**src/rtl/vend_pkg.sv**
```systemverilog
package vend_pkg;
    // Classification of the coin pulses seen in one cycle
    typedef enum logic [1:0] {
        COIN_NONE   = 2'b00,
        COIN_NICKEL = 2'b01,
        COIN_DIME   = 2'b10,
        COIN_CLASH  = 2'b11
    } coin_kind_e;

    // Coin values in nickel units
    localparam int unsigned NICKEL_UNITS = 1;
    localparam int unsigned DIME_UNITS   = 2;
    localparam int unsigned UNIT_W       = 2;
endpackage

```
**src/rtl/vend_coin_decode.sv**
```systemverilog
module vend_coin_decode
    import vend_pkg::*;
(
    input  logic               nickel_i,
    input  logic               dime_i,
    output coin_kind_e         kind_o,
    output logic [UNIT_W-1:0]  units_o
);
    always_comb begin
        kind_o  = coin_kind_e'({dime_i, nickel_i});
        units_o = '0;
        unique case (kind_o)
            COIN_NICKEL: units_o = UNIT_W'(NICKEL_UNITS);
            COIN_DIME:   units_o = UNIT_W'(DIME_UNITS);
            default:     units_o = '0;  // none, or both at once: no credit
        endcase
    end
endmodule

```
**src/rtl/vend_credit_step.sv**
```systemverilog
module vend_credit_step
    import vend_pkg::*;
#(
    parameter int unsigned PRICE_UNITS = 4,
    localparam int unsigned CRED_W = $clog2(PRICE_UNITS),
    localparam int unsigned SUM_W  = CRED_W + UNIT_W
) (
    input  logic [CRED_W-1:0] credit_i,
    input  logic [UNIT_W-1:0] units_i,
    output logic [CRED_W-1:0] credit_o,
    output logic              vend_o,
    output logic              change_o
);
    logic [SUM_W-1:0] sum;

    always_comb begin
        sum      = SUM_W'(credit_i) + SUM_W'(units_i);
        vend_o   = 1'b0;
        change_o = 1'b0;
        credit_o = credit_i;
        if (sum >= SUM_W'(PRICE_UNITS)) begin
            vend_o   = 1'b1;
            change_o = (sum > SUM_W'(PRICE_UNITS));
            credit_o = '0;
        end else begin
            credit_o = CRED_W'(sum);
        end
    end
endmodule

```
**src/rtl/vend_ctrl.sv**
```systemverilog
module vend_ctrl
    import vend_pkg::*;
#(
    parameter int unsigned PRICE_UNITS = 4
) (
    input  logic clk,
    input  logic rst,
    input  logic nickel_i,
    input  logic dime_i,
    output logic vend_o,
    output logic change_o
);
    localparam int unsigned CRED_W = $clog2(PRICE_UNITS);

    typedef struct packed {
        logic [CRED_W-1:0] credit;
    } state_t;

    state_t             state_d, state_q;
    coin_kind_e         coin_kind;
    logic [UNIT_W-1:0]  coin_units;
    logic [CRED_W-1:0]  step_credit;
    logic               step_vend, step_change;
    logic [CRED_W-1:0]  credit_q;

    vend_coin_decode u_decode (
        .nickel_i (nickel_i),
        .dime_i   (dime_i),
        .kind_o   (coin_kind),
        .units_o  (coin_units)
    );

    vend_credit_step #(.PRICE_UNITS(PRICE_UNITS)) u_step (
        .credit_i (state_q.credit),
        .units_i  (coin_units),
        .credit_o (step_credit),
        .vend_o   (step_vend),
        .change_o (step_change)
    );

    always_comb begin
        state_d  = state_q;
        vend_o   = 1'b0;
        change_o = 1'b0;
        if (rst) begin
            state_d.credit = '0;
        end else if (coin_kind == COIN_NICKEL || coin_kind == COIN_DIME) begin
            state_d.credit = step_credit;
            vend_o         = step_vend;
            change_o       = step_change;
        end
    end

    always_ff @(posedge clk) begin
        state_q <= state_d;
    end

    assign credit_q = state_q.credit;
endmodule

```
**config.mk**
```make
export PLATFORM = sky130hd
export DESIGN_NAME = vend_ctrl
export DESIGN_NICKNAME = d
export VERILOG_FILES = /design/src/rtl/vend_pkg.sv /design/src/rtl/vend_coin_decode.sv /design/src/rtl/vend_credit_step.sv /design/src/rtl/vend_ctrl.sv
export SDC_FILE = /design/constraint.sdc
export NUM_CORES = 1
export LEC_CHECK = 0
export BUFFER_PORTS_ARGS = -buffer_cell sky130_fd_sc_hd__buf_2
export CAP_MARGIN = 30
export CORE_AREA = 2 2 39 41
export DETAILED_ROUTE_END_ITERATION = 10
export DIE_AREA = 0 0 41 43
export PLACE_DENSITY = 0.3
export SLEW_MARGIN = 30
export SYNTH_ARGS = -nofsm -noshare
export SYNTH_HDL_FRONTEND = slang
export SYNTH_SLANG_ARGS = --single-unit
```
**constraint.sdc**
```tcl
create_clock -name clk -period 2 [get_ports clk]
set_clock_uncertainty 0.1 [all_clocks]
set_input_delay 0 -clock clk [delete_from_list [all_inputs] [get_ports clk]]
set_output_delay 0 -clock clk [all_outputs]
set_load 0.005 [all_outputs]
```
==> qor.yml, run 1 <==
synth:
  synth-compound-area-share: 0.105
  ys_ff_latch: 2
  synth_top_family_by_area: "adder cells"
  synth_fp_nets: 28
  synthSimpleGateAreaFrac: 0.173
  synth_warnings: 0
  synth_mux_area_frac: 0
  synth_ff_type: "dfxtp_1"
  yosys.area_share.adder: 0.346
  ys_async_sr_fraction: 0
  synth_commonest_cells: "inv_1, ha_1, a21oi_1, dfxtp_1, nand2_1"
  synth_top_area_share: 0.241
  synth_top_area_cell: "dfxtp_1"
  synthMostInstantiatedCell: "inv_1"
  seq_area_frac_synth: 0.241
  syn_area_um2: 166
  synth_xor_area_frac: 0
  netlist-cell-type-count: 10
  yosys-top-cells-area: "dfxtp_1, ha_1, inv_1"
  syn_avg_cell_area_um2: 8.32
  synth_enable_flop_cells: 0
  synthCells: 20
clocking:
  post_cts_resized: 0
  cts_root_buf: "clkbuf_4"
  cts.clk_slew.worst_paths_ps: 30
  clk-insertion-delay-late_ps: 220
  clock_path_buffers: 2
  cts_tree: "yes"
  htreeDepth: 1
  clock_sinks: 2
  numCtsBuffers: 3
sta:
  setup_violations: 0
  period_needed_ps: 1810
  hold_ws_ps: 177
  final.setup.tns_ps: 0
  max_freq_mhz: 552
  rsz0062_at_grt: "no"
  slew_violations: 0
  worst_pin_slew_ps: 228
  post-route-period-util: 0.905
  hold_viol: 0
  maxSlewHeadroom: 0.847
worst_setup_path:
  startpoint_type: "flip-flop"
  crit_path_end_kind: "output port"
  worstSetupPathType: "flip-flop to output port"
  cp.required_ps: 1900
  arrival_ps: 1710
  cp_max_fo: 3
global_routing:
  antenna_found_initial: 0
  groute.usage.overall: 0.0592
  grt_pass1_vias: 166
  grt_overflow: 0
  grt_pass1_wl_um: 621
  grt_max_degree: 6
routing:
  drtPass1Iterations: 3
  wl_per_cell_um: 7.44
  route.vias.total: 154
  vias_per_cell: 3.42
  wirelength_um: 335
  drcViolationCount: 0
  ant_nets: 0
  drt_iter0_markers: 3
power_and_ir_drop:
  sw_frac_of_total: 0.236
  pwr-share-comb: 0.173
  peakVddDrop_uv: 180
  pwr-share-clk: 0.545
  p_switching_w: 0.0000381
  p_int_w: 0.000124
  powerDensity_mw_per_mm2: 662
  power_w: 0.000162
  power_leakage_nw: 0.116
  power_frac_seq: 0.282
placed_design:
  gp_congestion: 0.676
  portBuffers: 5
  place_area_um2: 211
run:
  cap_violations: 0
cells_and_area:
  nets: 39
  n_antenna_cell: 0
  largest_reg_flops: 2
  fillCellCount: 163
  postLayoutCellArea_um2: 244
  drive_gt1_frac: 0.276
  area_growth_pct: 46.6
die:
  fp.dieH_um: 43
  ios: 6
  rows: 14
  core_mm2: 0.00138
  die_width_um: 41
  die-area_mm2: 0.00176
  initial_core_util: 0.120
status:
  status: "finished, final reports clean"
hold_path:
  min-delay-path-class: "primary input to flip-flop"
## metrics by stage
step	instances	util	setup slack [ps]
after floorplan	20	-	430
after global placement	41	0.153	336
after detailed placement	41	0.153	363
after CTS	45	0.176	163
after global routing	45	0.176	24.0
final	45	0.176	190
## critical path, stage by stage, from the launching register on
cell and delay (ps):
dfxtp_1 330, ha_1 140, inv_1 40, fa_1 390, nor3_1 250, a21boi_0 200, buf_2 140
## kinds of logic (layout without fill, tap and decap cells)
group	Yosys count	after routing
compound gates	3	3
fa+ha+maj	4	4
buf+inv	6	15
flops	2	2
simple gates	5	5
## final timing paths
| kind | startpoint | end | slack, ps | depth (start not counted) |
|---|---|---|---|---|
| max | credit_q[0]$_SDFFE_PP0N_ | change_o | 190 | 6 |
| min | dime_i | credit_q[1]$_SDFFE_PP0N_ | 180 | 4 |
| max reg2reg | credit_q[0]$_SDFFE_PP0N_ | credit_q[1]$_SDFFE_PP0N_ | 340 | 5 |
| min reg2reg | credit_q[0]$_SDFFE_PP0N_ | credit_q[0]$_SDFFE_PP0N_ | 360 | 2 |
## area by class of cell
type	count	area (µm²)	share of cell area
multi-input cells	12	104	0.426
inverters	6	22.5	0.0923
clock buffers	3	22.5	0.0923
well taps	16	20.0	0.0821
repair buffers	6	35.0	0.144
flip-flops and latches	2	40.0	0.164
## placed cells by master (no fill, tap or decap)
master and n:
dlygate4sd3_1 1, nand3b_1 1, buf_2 5, clkbuf_4 3, ha_1 3, nor3_1 1, dfxtp_1 2, nand2_1 2
inv_1 6, fa_1 1, or3b_1 1, a21boi_0 1, a21oi_1 2
## power groups by stage
stage | Combinational (W) | Sequential, W | Clock (W)
final | 0.0000279 | 0.0000456 | 0.0000881
after CTS | 0.0000279 | 0.0000454 | 0.0000953
after global routing | 0.0000325 | 0.0000461 | 0.000105
after detailed placement | 0.0000257 | 0.0000460 | 0
after floorplan | 0.0000178 | 0.0000454 | 0
after global placement | 0.0000265 | 0.0000460 | 0
## metal layers
layer,vias to the layer above,wire length [µm],global-route usage
li1,82,-,-
met3,0,18,0.0314
met1,67,176,0.0609
met2,5,140,0.0688
met5,-,0,0
met4,0,0,0.0800
## repair_timing
action,CTS,global route
hold buffers,1,0
hold endpoints to repair,2,0
setup buffers,0,0
No activity file was read; power rests on OpenSTA's default activity.
==> run 2: changes to the inputs <==
- PLACE_DENSITY: 0.3 -> not set
==> run 2 against run 1 <==
  * Sequential share of layout area did not move
  * Sequential power fell by 0.9%
  * Design area did not move
  * Clock power fell by 2%
  * Flip-flop and latch count did not move
==> qor.yml, run 2 (synthesis gave the netlist of run 1 again) <==
sta:
  worst_slack_ps: 215  # +25.1 ps
  hold_viol: 0  # unchanged
  final.setup.tns_ps: 0  # unchanged
  maxSlewHeadroom: 0.840  # -0.00723
  rsz0062_at_grt: "no"
  post-route-period-util: 0.892  # -0.0125
  period_needed_ps: 1780  # -25.1 ps
  setup_violations: 0  # unchanged
  slew_violations: 0  # unchanged
  max_freq_mhz: 560  # +1.4%
  worst_pin_slew_ps: 239  # +10.8 ps
global_routing:
  grt_max_degree: 6  # unchanged
  grt_overflow: 0  # unchanged
  antenna_found_initial: 0  # unchanged
  grt_pass1_wl_um: 538  # -13%
  groute.usage.overall: 0.0531  # -0.00607
  grt_pass1_vias: 144  # -13%
clocking:
  post_cts_resized: 0  # unchanged
  clock_path_buffers: 2  # unchanged
  cts.clk_slew.worst_paths_ps: 30  # about the same
  cts_root_buf: "clkbuf_4"
  htreeDepth: 1  # unchanged
  cts_tree: "yes"
  clk-insertion-delay-late_ps: 220  # about the same
  clock_sinks: 2  # unchanged
  numCtsBuffers: 3  # unchanged
routing:
  drt_iter0_markers: 0  # -3
  ant_nets: 0  # unchanged
  drtPass1Iterations: 1  # -2
  route.vias.total: 146  # -5.2%
  wl_per_cell_um: 6.22  # -16%
  drcViolationCount: 0  # unchanged
  vias_per_cell: 3.24  # -5.2%
  wirelength_um: 280  # -16%
cells_and_area:
  postLayoutCellArea_um2: 244  # unchanged
  final_common_cell: "inv_1"
  drive_gt1_frac: 0.276  # unchanged
  n_antenna_cell: 0  # unchanged
  area_growth_pct: 46.6  # unchanged
  nets: 39  # unchanged
  final_cell_mix: "inv_1, buf_2, ha_1, clkbuf_4"
  largest_reg_flops: 2  # unchanged
  fillCellCount: 152  # -6.7%
  postLayoutCoreUtil: 0.176  # unchanged
die:
  die_width_um: 41  # unchanged
  fp.dieH_um: 43  # unchanged
  die-area_mm2: 0.00176  # unchanged
  initial_core_util: 0.120  # unchanged
  ios: 6  # unchanged
  rows: 14  # unchanged
  core_mm2: 0.00138  # unchanged
worst_setup_path:
  startpoint_type: "flip-flop"
  cp_slowest_cell: "fa_1"
  reg2reg_slack_ps: 360  # +20 ps
  crit_path_end_kind: "output port"
  max_stage_delay_ps: 390  # about the same
  cp_max_fo: 3  # unchanged
  cp_top_family: "adder cells"
  crit_path_cell_trace: "ha_1 > inv_1 > fa_1 > nor3_1 > a21boi_0 > buf_2"
  cp.required_ps: 1900  # about the same
  arrival_ps: 1680  # -30 ps
  path_buf_inv: 2  # unchanged
  worstSetupPathType: "flip-flop to output port"
run:
  cap_violations: 0  # unchanged
placed_design:
  gp_congestion: 0.599  # -11%
  dpl_worst_slack_ps: 362  # -1.34 ps
  portBuffers: 5  # unchanged
  place_hpwl_um: 235
  place_area_um2: 211  # unchanged
power_and_ir_drop:
  powerDensity_mw_per_mm2: 650  # -1.9%
  sw_frac_of_total: 0.224  # -0.0116
  pwr-share-clk: 0.545  # about the same
  p_switching_w: 0.0000355  # -6.7%
  pwr-share-comb: 0.170  # -0.003
  p_int_w: 0.000123  # -0.38%
  power_frac_seq: 0.285  # +0.003
  power_leakage_nw: 0.116  # unchanged
  peakVddDrop_uv: 208  # +15%
status:
  status: "finished, final reports clean"
hold_path:
  min-delay-path-class: "primary input to flip-flop"
-- run 2: cell counts in the layout (fill, tap and decap cells not counted) --
Identical to the previous run, type by type.
-- run 2: final cells by class --
cell class                 count  area [µm²]  area share
clock buffer                   3        22.5      0.0923
inverter                       6        22.5      0.0923
multi-input combinational     12         104       0.426
sequential                     2        40.0       0.164
tap                           16        20.0      0.0821
timing repair buffer           6        35.0       0.144
-- run 2: timing repair --
item	CTS	global route
hold buffers	1	0
setup buffers	0	0
hold endpoints to repair	2	0
-- run 2: worst register-to-register path, stage by stage, from the launching register on --
cell	delay [ps]
dfxtp_1	300
ha_1	180
inv_1	60
fa_1	420
or3b_1	370
a21oi_1	140
-- run 2: metal layers --
| metal | up-vias | GRT usage | wire length [µm] |
|---|---|---|---|
| met2 | 4 | 0.0594 | 117 |
| met1 | 60 | 0.0511 | 137 |
| met4 | 0 | 0.0600 | 0 |
| li1 | 82 | - | - |
| met5 | - | 0 | 0 |
| met3 | 0 | 0.0471 | 24 |
-- run 2: final timing paths --
kind | start | to | depth (start not counted)
setup reg to reg | credit_q[0]$_SDFFE_PP0N_ | credit_q[1]$_SDFFE_PP0N_ | 5
setup / recovery | credit_q[0]$_SDFFE_PP0N_ | change_o | 6
hold / removal | dime_i | credit_q[0]$_SDFFE_PP0N_ | 4
hold reg to reg | credit_q[0]$_SDFFE_PP0N_ | credit_q[0]$_SDFFE_PP0N_ | 2
-- run 2: through the flow --
| stage | std cells | power, W | hold WS [ps] |
|---|---|---|---|
| after floorplan | 20 | 0.0000632 | -64.8 |
| after global placement | 41 | 0.0000713 | 98.9 |
| after detailed placement | 41 | 0.0000714 | 94.3 |
| after CTS | 45 | 0.000166 | 152 |
| after global routing | 45 | 0.000177 | 197 |
| final | 45 | 0.000159 | 159 |
-- run 2: power groups by stage --
| stage | clock network, W | logic, W | registers [W] |
|---|---|---|---|
| 3_3_place_gp | 0 | 0.0000255 | 0.0000458 |
| 5_1_grt | 0.0000986 | 0.0000332 | 0.0000455 |
| 2_1_floorplan | 0 | 0.0000178 | 0.0000454 |
| 6_report | 0.0000864 | 0.0000270 | 0.0000452 |
| 3_5_place_dp | 0 | 0.0000257 | 0.0000457 |
| 4_1_cts | 0.0000930 | 0.0000275 | 0.0000452 |
